### config.mk
export PLATFORM = sky130hd
export DESIGN_NAME = yc_input_stage
export DESIGN_NICKNAME = d
export VERILOG_FILES = /design/src/rtl/yc_in_pkg.sv /design/src/rtl/yc_trs_detect.sv /design/src/rtl/yc_byte_tagger.sv /design/src/rtl/yc_chroma_up.sv /design/src/rtl/yc_input_stage.sv
export SDC_FILE = /design/constraint.sdc
export NUM_CORES = 1
export LEC_CHECK = 0
export ABC_AREA = 1
export BUFFER_PORTS_ARGS = -buffer_cell sky130_fd_sc_hd__buf_4
export CAP_MARGIN = 5
export CORE_AREA = 2 2 75 131
export CTS_CLUSTER_DIAMETER = 30
export CTS_CLUSTER_SIZE = 8
export DETAILED_ROUTE_END_ITERATION = 6
export DIE_AREA = 0 0 77 133
export PLACE_DENSITY = 0.77
export RECOVER_POWER = 25
export SETUP_SLACK_MARGIN = 0.15
export SLEW_MARGIN = 20
export SYNTH_ARGS = -nofsm -noshare
export SYNTH_HDL_FRONTEND = slang
export SYNTH_SLANG_ARGS = --single-unit
### constraint.sdc
create_clock -name clk_i -period 1.71 [get_ports clk_i]
set_input_delay 0.171 -clock clk_i [delete_from_list [all_inputs] [get_ports clk_i]]
set_output_delay 0.171 -clock clk_i [all_outputs]
set_load 0.05 [all_outputs]
### src/rtl/yc_in_pkg.sv
package yc_in_pkg;
  localparam int unsigned BW      = 8;
  localparam int unsigned PRE_LEN = 3;
  localparam int unsigned TAG_DLY = PRE_LEN + 1;
  localparam int unsigned FB      = BW - 2;
  localparam int unsigned VB      = BW - 3;
  localparam int unsigned HB      = BW - 4;

  typedef struct packed {
    logic f;
    logic v;
    logic h;
  } tim_t;

  typedef struct packed {
    logic          act;
    logic [1:0]    ph;
    logic [BW-1:0] b;
  } tag_t;

  function automatic logic xy_ok(input logic [BW-1:0] xy);
    logic f, v, h;
    f = xy[FB];
    v = xy[VB];
    h = xy[HB];
    return xy[BW-1] && (xy[HB-1] == (v ^ h)) && (xy[HB-2] == (f ^ h)) &&
           (xy[HB-3] == (f ^ v)) && (xy[HB-4] == (f ^ v ^ h));
  endfunction

  function automatic logic [BW-1:0] avg_rnd(input logic [BW-1:0] a, input logic [BW-1:0] b);
    logic [BW:0] s;
    s = {1'b0, a} + {1'b0, b} + {{BW{1'b0}}, 1'b1};
    return s[BW:1];
  endfunction
endpackage

### src/rtl/yc_trs_detect.sv
module yc_trs_detect
  import yc_in_pkg::*;
(
  input  logic          clk_i,
  input  logic          rst_ni,
  input  logic [BW-1:0] data_i,
  output logic          hit_o,
  output logic          ok_o,
  output tim_t          tim_o
);
  // hist_q[0] is the most recent byte
  logic [BW-1:0] hist_q [PRE_LEN];
  logic          pre_match;

  always_ff @(posedge clk_i or negedge rst_ni) begin
    if (!rst_ni) begin
      for (int i = 0; i < PRE_LEN; i++) hist_q[i] <= '0;
    end else begin
      hist_q[0] <= data_i;
      for (int i = 1; i < PRE_LEN; i++) hist_q[i] <= hist_q[i-1];
    end
  end

  always_comb begin
    pre_match = (hist_q[PRE_LEN-1] == {BW{1'b1}});
    for (int i = 0; i < PRE_LEN - 1; i++) pre_match = pre_match && (hist_q[i] == '0);
  end

  assign hit_o = pre_match;
  assign ok_o  = pre_match && xy_ok(data_i);
  assign tim_o = '{f: data_i[FB], v: data_i[VB], h: data_i[HB]};
endmodule

### src/rtl/yc_byte_tagger.sv
module yc_byte_tagger
  import yc_in_pkg::*;
(
  input  logic          clk_i,
  input  logic          rst_ni,
  input  logic [BW-1:0] data_i,
  input  logic          hit_i,
  input  logic          sav_i,
  input  logic          eav_i,
  output tag_t          tag_o
);
  logic       act_q;
  logic [1:0] ph_q;
  tag_t       d_q [TAG_DLY];

  always_ff @(posedge clk_i or negedge rst_ni) begin
    if (!rst_ni) begin
      act_q <= 1'b0;
      ph_q  <= '0;
      for (int k = 0; k < TAG_DLY; k++) d_q[k] <= '0;
    end else begin
      if (sav_i)      act_q <= 1'b1;
      else if (eav_i) act_q <= 1'b0;
      ph_q  <= sav_i ? 2'd0 : ph_q + 2'd1;
      // any reference word cancels the bytes still in flight
      d_q[0] <= '{act: act_q & ~hit_i, ph: ph_q, b: data_i};
      for (int k = 1; k < TAG_DLY; k++)
        d_q[k] <= '{act: d_q[k-1].act & ~hit_i, ph: d_q[k-1].ph, b: d_q[k-1].b};
    end
  end

  assign tag_o = d_q[TAG_DLY-1];

  AST_PHASE_RESTART: assert property (@(posedge clk_i) disable iff (!rst_ni)
    sav_i |=> ##1 (d_q[0].ph == 2'd0 && d_q[0].act));
endmodule

### src/rtl/yc_chroma_up.sv
module yc_chroma_up
  import yc_in_pkg::*;
(
  input  logic          clk_i,
  input  logic          rst_ni,
  input  tag_t          tag_i,
  output logic          pix_valid_o,
  output logic [BW-1:0] pix_y_o,
  output logic [BW-1:0] pix_cb_o,
  output logic [BW-1:0] pix_cr_o
);
  localparam int unsigned NCH   = 2;
  localparam logic [1:0]  PH_CB = 2'd0;
  localparam logic [1:0]  PH_YE = 2'd1;
  localparam logic [1:0]  PH_CR = 2'd2;
  localparam logic [1:0]  PH_YO = 2'd3;

  logic          emit_even, emit_odd, pair_done;
  logic [BW-1:0] cb_nxt_q, y_nxt_q, y_even_q, y_odd_q;
  logic          pend_even_q, pend_odd_q;

  // even pixel goes out one slot late so pixels are evenly spaced
  assign emit_even = pend_even_q && (tag_i.ph == PH_CB);
  assign emit_odd  = pend_odd_q  && (tag_i.ph == PH_CR);
  assign pair_done = tag_i.act   && (tag_i.ph == PH_CR);

  always_ff @(posedge clk_i or negedge rst_ni) begin
    if (!rst_ni) begin
      pix_valid_o <= 1'b0;
      pix_y_o     <= '0;
      cb_nxt_q    <= '0;
      y_nxt_q     <= '0;
      y_even_q    <= '0;
      y_odd_q     <= '0;
      pend_even_q <= 1'b0;
      pend_odd_q  <= 1'b0;
    end else begin
      pix_valid_o <= emit_even | emit_odd;
      if (emit_even) begin
        pix_y_o     <= y_even_q;
        pend_even_q <= 1'b0;
      end else if (emit_odd) begin
        pix_y_o    <= y_odd_q;
        pend_odd_q <= 1'b0;
      end
      if (tag_i.act) begin
        unique case (tag_i.ph)
          PH_CB: cb_nxt_q <= tag_i.b;
          PH_YE: y_nxt_q  <= tag_i.b;
          PH_CR: begin
            y_even_q    <= y_nxt_q;
            pend_even_q <= 1'b1;
          end
          PH_YO: begin
            y_odd_q    <= tag_i.b;
            pend_odd_q <= 1'b1;
          end
        endcase
      end
    end
  end

  for (genvar ch = 0; ch < NCH; ch++) begin : g_chroma
    logic [BW-1:0] cur_q, out_q, nxt, odd_c;
    // Cr of the new pair is the byte on the input right now
    assign nxt   = (ch == 0) ? cb_nxt_q : tag_i.b;
    assign odd_c = pair_done ? avg_rnd(cur_q, nxt) : cur_q;

    always_ff @(posedge clk_i or negedge rst_ni) begin
      if (!rst_ni) begin
        cur_q <= '0;
        out_q <= '0;
      end else begin
        if (emit_even)     out_q <= cur_q;
        else if (emit_odd) out_q <= odd_c;
        if (pair_done)     cur_q <= nxt;
      end
    end

    if (ch == 0) begin : g_cb
      assign pix_cb_o = out_q;
    end else begin : g_cr
      assign pix_cr_o = out_q;
    end
  end

  AST_PIX_GAP: assert property (@(posedge clk_i) disable iff (!rst_ni)
    pix_valid_o |=> !pix_valid_o);
endmodule

### src/rtl/yc_input_stage.sv
module yc_input_stage
  import yc_in_pkg::*;
(
  input  logic          clk_i,
  input  logic          rst_ni,
  input  logic [BW-1:0] vid_i,
  output logic          pix_valid_o,
  output logic [BW-1:0] pix_y_o,
  output logic [BW-1:0] pix_cb_o,
  output logic [BW-1:0] pix_cr_o,
  output logic          h_o,
  output logic          v_o,
  output logic          f_o,
  output logic          trs_err_o
);
  logic hit, ok, sav, eav;
  tim_t tim;
  tag_t tag;

  yc_trs_detect u_detect (
    .clk_i  (clk_i),
    .rst_ni (rst_ni),
    .data_i (vid_i),
    .hit_o  (hit),
    .ok_o   (ok),
    .tim_o  (tim)
  );

  assign sav = ok & ~tim.h;
  assign eav = ok &  tim.h;

  yc_byte_tagger u_tagger (
    .clk_i  (clk_i),
    .rst_ni (rst_ni),
    .data_i (vid_i),
    .hit_i  (hit),
    .sav_i  (sav),
    .eav_i  (eav),
    .tag_o  (tag)
  );

  yc_chroma_up u_up (
    .clk_i       (clk_i),
    .rst_ni      (rst_ni),
    .tag_i       (tag),
    .pix_valid_o (pix_valid_o),
    .pix_y_o     (pix_y_o),
    .pix_cb_o    (pix_cb_o),
    .pix_cr_o    (pix_cr_o)
  );

  always_ff @(posedge clk_i or negedge rst_ni) begin
    if (!rst_ni) begin
      h_o       <= 1'b1;
      v_o       <= 1'b1;
      f_o       <= 1'b0;
      trs_err_o <= 1'b0;
    end else begin
      trs_err_o <= hit & ~ok;
      if (ok) begin
        h_o <= tim.h;
        v_o <= tim.v;
        f_o <= tim.f;
      end
    end
  end

  AST_ERR_PULSE: assert property (@(posedge clk_i) disable iff (!rst_ni)
    trs_err_o |=> !trs_err_o);
  AST_ERR_HOLD: assert property (@(posedge clk_i) disable iff (!rst_ni)
    trs_err_o |-> $stable({h_o, v_o, f_o}));
endmodule

==> results.md <==
- CTS sink count: 126
- Share of cells above drive strength 1: 20.96%
- Die ar.: 10240 um^2
- Worst R2R End: u_up.pix_cb_o[5]$_DFFE_PN0P_
- Vias in the first global route: 4107
- FP Rows: 47
- Top cells by area, synth: dfrtp_1 (59%), nand2_1 (15%), o21ai_0 (3.8%)
- Crit Path Category: in2reg
- Total grt overflow: 0
- Clock transition at path regs: 50 ps
- Hold Vio Cnt, Final: 0
- Simple-Gate Fraction of Synth Area: 23.04%
- Crit path launch: vid_i[6]
- Seq pwr share: 45.3%
- Clock group share of total power: 51.2%
- Global Route Usage Sum: 24.20%
- Max Freq: 0.6373 GHz
- Synth async-reset ratio: 100.0%
- Synth-to-Final Area Change: 26.56%
- Sw Ratio: 20.47%
- Ys Warns: 0
- Clock Tree Buf Depth: 2
- CTS tree: yes
- # IOs: 39
- Crit. End Element: flip-flop
- Clock root buffer: clkbuf_16
- Hold WS: 356.4 ps
- Outcome: complete, no violations
- Fin. max-slew vios: 0
- Port bufs: 38
- Hpwl dp: 7732 um
- P_leak: 3.445 nW
- Synth unique cells: 29
- CTS buffer count: 17
- Internal power: 5.358 mW
- Final #Nets: 681
- Yosys reg bits: 126
- Req. time, crit path: 2010 ps
- Post-Synthesis Cells: 583
- Initial antenna violation count: 0
- Max VDD drop: 908.2 uV
- Mux contribution to synthesized area: 0%
- Top cell type's share of synthesized area: 58.60%
- Mapped Avg Cell Area: 9.082 um^2
- CP endpoint: u_tagger.ph_q[0]$_DFF_PN0_
- Initial Util: 56.99%
- Die height: 133 um
- RSZ-0062 raised after global routing: true
- Pin count of the biggest net entering global routing: 46
- MaxCap Viol Count: 0
- Worst Path Max Fanout: 6
- Setup TNS: 0 ps
- Avg WL per Cell: 15.22 um
- List of most frequent post-synthesis cells: nand2_1 (214), dfrtp_1 (124), inv_1 (53), nor2_1 (40), o21ai_0 (40)
- Critical R2R Launch: u_up.g_chroma[0].cur_q[0]$_DFFE_PN0P_
- Drt pass-1 iters: 4
- Worst reg-to-reg setup slack: 140 ps
- Via count: 4199
- Cell depth of the worst flop-to-flop path: 14
- WL final: 12020 um
- Synth area leader: dfrtp_1
- Count of final setup violators: 0
- Die width: 77 um
- Routability cong.: 0.8564
- Top_reg_cell synth: dfrtp_1
- Post-synth EDFFs: 0
- Clk_skew: 8.096 ps
- Worst hold path type: reg2reg
- Synth Cell Area: 5295 um^2
- Cell with the most instances after synthesis: nand2_1
- Sequential area share after synthesis: 59.59%
- Later-pin clock latency in the skew report: 410 ps
- Global-route wire length before repair: 18860 um
- CP Launch Type: primary input
- Compound-cell area share of the yosys netlist: 7.443%
- Pwr dens: 1005 nW/um^2
- Syn nets: 609
- Gate power share: 3.5%
- WP data arrival: 1870 ps
- Synth Area in Adders: 4.064%
- Diode count: 0
- First DRT Iteration DRCs: 343
- Worst-Margin Slew: 985.4 ps
- Post-Synth XOR/XNOR Area: 0.4962%
- Post-route DRC: 0
- Period utilization: 91.76%
- Final critical-path required period: 1569 ps
- Antenna-violating nets left: 0
- CORE AREA: 9291 um^2
- Switch Pwr: 1.379 mW
- Largest family of logic cells by synthesized area: simple AND/OR/NAND/NOR gates
- Slew Limit Headroom: 34.31%
- Total number of H-tree levels: 4
- Via-per-instance ratio: 5.315
[power by group through the flow]
stage	sequential, mW	combinational, mW	clock (mW)
2_1_floorplan	3.09	0.0814	0
3_3_place_gp	3.09	0.196	0
3_5_place_dp	3.09	0.204	0
4_1_cts	3.05	0.229	3.49
5_1_grt	3.05	0.269	3.64
6_report	3.05	0.239	3.45
[worst max-delay path, cell delays in order]
cell and delay (ps):
dlygate4sd3_1 520, clkbuf_1 240, inv_1 130, nand2_1 80
nand2_1 60, nand2_1 70, nand3_2 60, nor2_2 240
nand4_2 180, nand2_1 90, inv_1 40
[layer usage]
layer / GRT usage (%) / share of wire, % / up-vias / routed length (um)
met4: 12.70 / 4.9 / 0 / 591
met2: 44.25 / 55 / 120 / 6668
met3: 5.866 / 3.8 / 38 / 461
met1: 25.22 / 36 / 2033 / 4303
li1: - / - / 2008 / -
met5: 0 / 0 / - / 0
[placed cells by master (no fill, tap or decap), drive strengths merged, types with 3 or more instances in the layout]
master         n
clkinv         3
dfrtp        124
nand3         20
buf           49
nand4          5
a21oi         19
nand2        216
xor2           3
a31oi         11
clkbuf        34
o21ai         40
dlygate4sd3    9
ha            14
nor2          43
nand3b         8
inv           56
[worst min-delay path by stage]
stage	slack [ps]	from	depth (start not counted)	endpoint
after floorplan	-120	rst_ni	0	asynchronous set/reset pin
after global placement	160	rst_ni	1	u_up.pix_valid_o$_DFF_PN0_
after detailed placement	170	rst_ni	1	u_up.pix_valid_o$_DFF_PN0_
after CTS	270	rst_ni	2	u_up.pix_valid_o$_DFF_PN0_
after global routing	360	u_tagger.d_q[41]$_DFF_PN0_	0	u_tagger.d_q[30]$_DFF_PN0_
final	360	u_tagger.d_q[30]$_DFF_PN0_	0	u_tagger.d_q[19]$_DFF_PN0_
[per-stage QoR]
| stage | instance area (um^2) | power, mW | instances | setup slack [ps] | util (%) |
|---|---|---|---|---|---|
| 2_1_floorplan | 5295 | 3.171 | 583 | 201.1 | - |
| 3_3_place_gp | 5783 | 3.287 | 741 | 91.57 | 62.24 |
| 3_5_place_dp | 5783 | 3.299 | 741 | 43.29 | 62.24 |
| 4_1_cts | 6538 | 6.768 | 784 | 134.9 | 70.36 |
| 5_1_grt | 6701 | 6.960 | 790 | 22.77 | 72.13 |
| 6_report | 6701 | 6.737 | 790 | 141.0 | 72.13 |
[kinds of logic after synthesis]
kind of cell / Yosys count
and+or+nand+nor: 294
adders and majority gates: 16
xor gates and xnor gates: 3
buffers and inverters: 70
DFF: 126
AOI/OAI and AO/OA: 74
[registers in the layout, summed over array words and instances, names as in the netlist, named ones only]
signal,count
u_up.pix_y_o,8
u_up.y_even_q,8
u_up.y_odd_q,8
u_up.pix_cr_o,8
v_o,1
u_tagger.act_q,1
h_o,1
u_tagger.ph_q,2
u_up.y_nxt_q,8
u_tagger.tag_o,11
u_tagger.d_q,33
f_o,1
u_up.g_chroma.cur_q,16
u_up.pix_valid_o,1
u_up.cb_nxt_q,8
trs_err_o,1
u_up.pend_odd_q,1
u_up.pix_cb_o,8
[cell type report]
type,instances,area (um^2)
Clock inverter,6,82.58
Clock buffer,26,489.2
Sequential cell,126,3156
Inverter,57,217.7
Multi-Input combinational cell,387,2069
Fill cell,662,2590
Timing Repair Buffer,66,534.3
Tap cell,122,152.6
[what timing repair did]
action | in CTS | in global routing
hold buffers | 9 | 0
buffers inserted | 2 | 6
endpoints found under the setup margin | 9 | 20
gates resized for setup | 20 | 33
hold endpoints to repair | 38 | 0
pin swaps | 5 | 15
No activity file was read; power rests on OpenSTA's default activity.
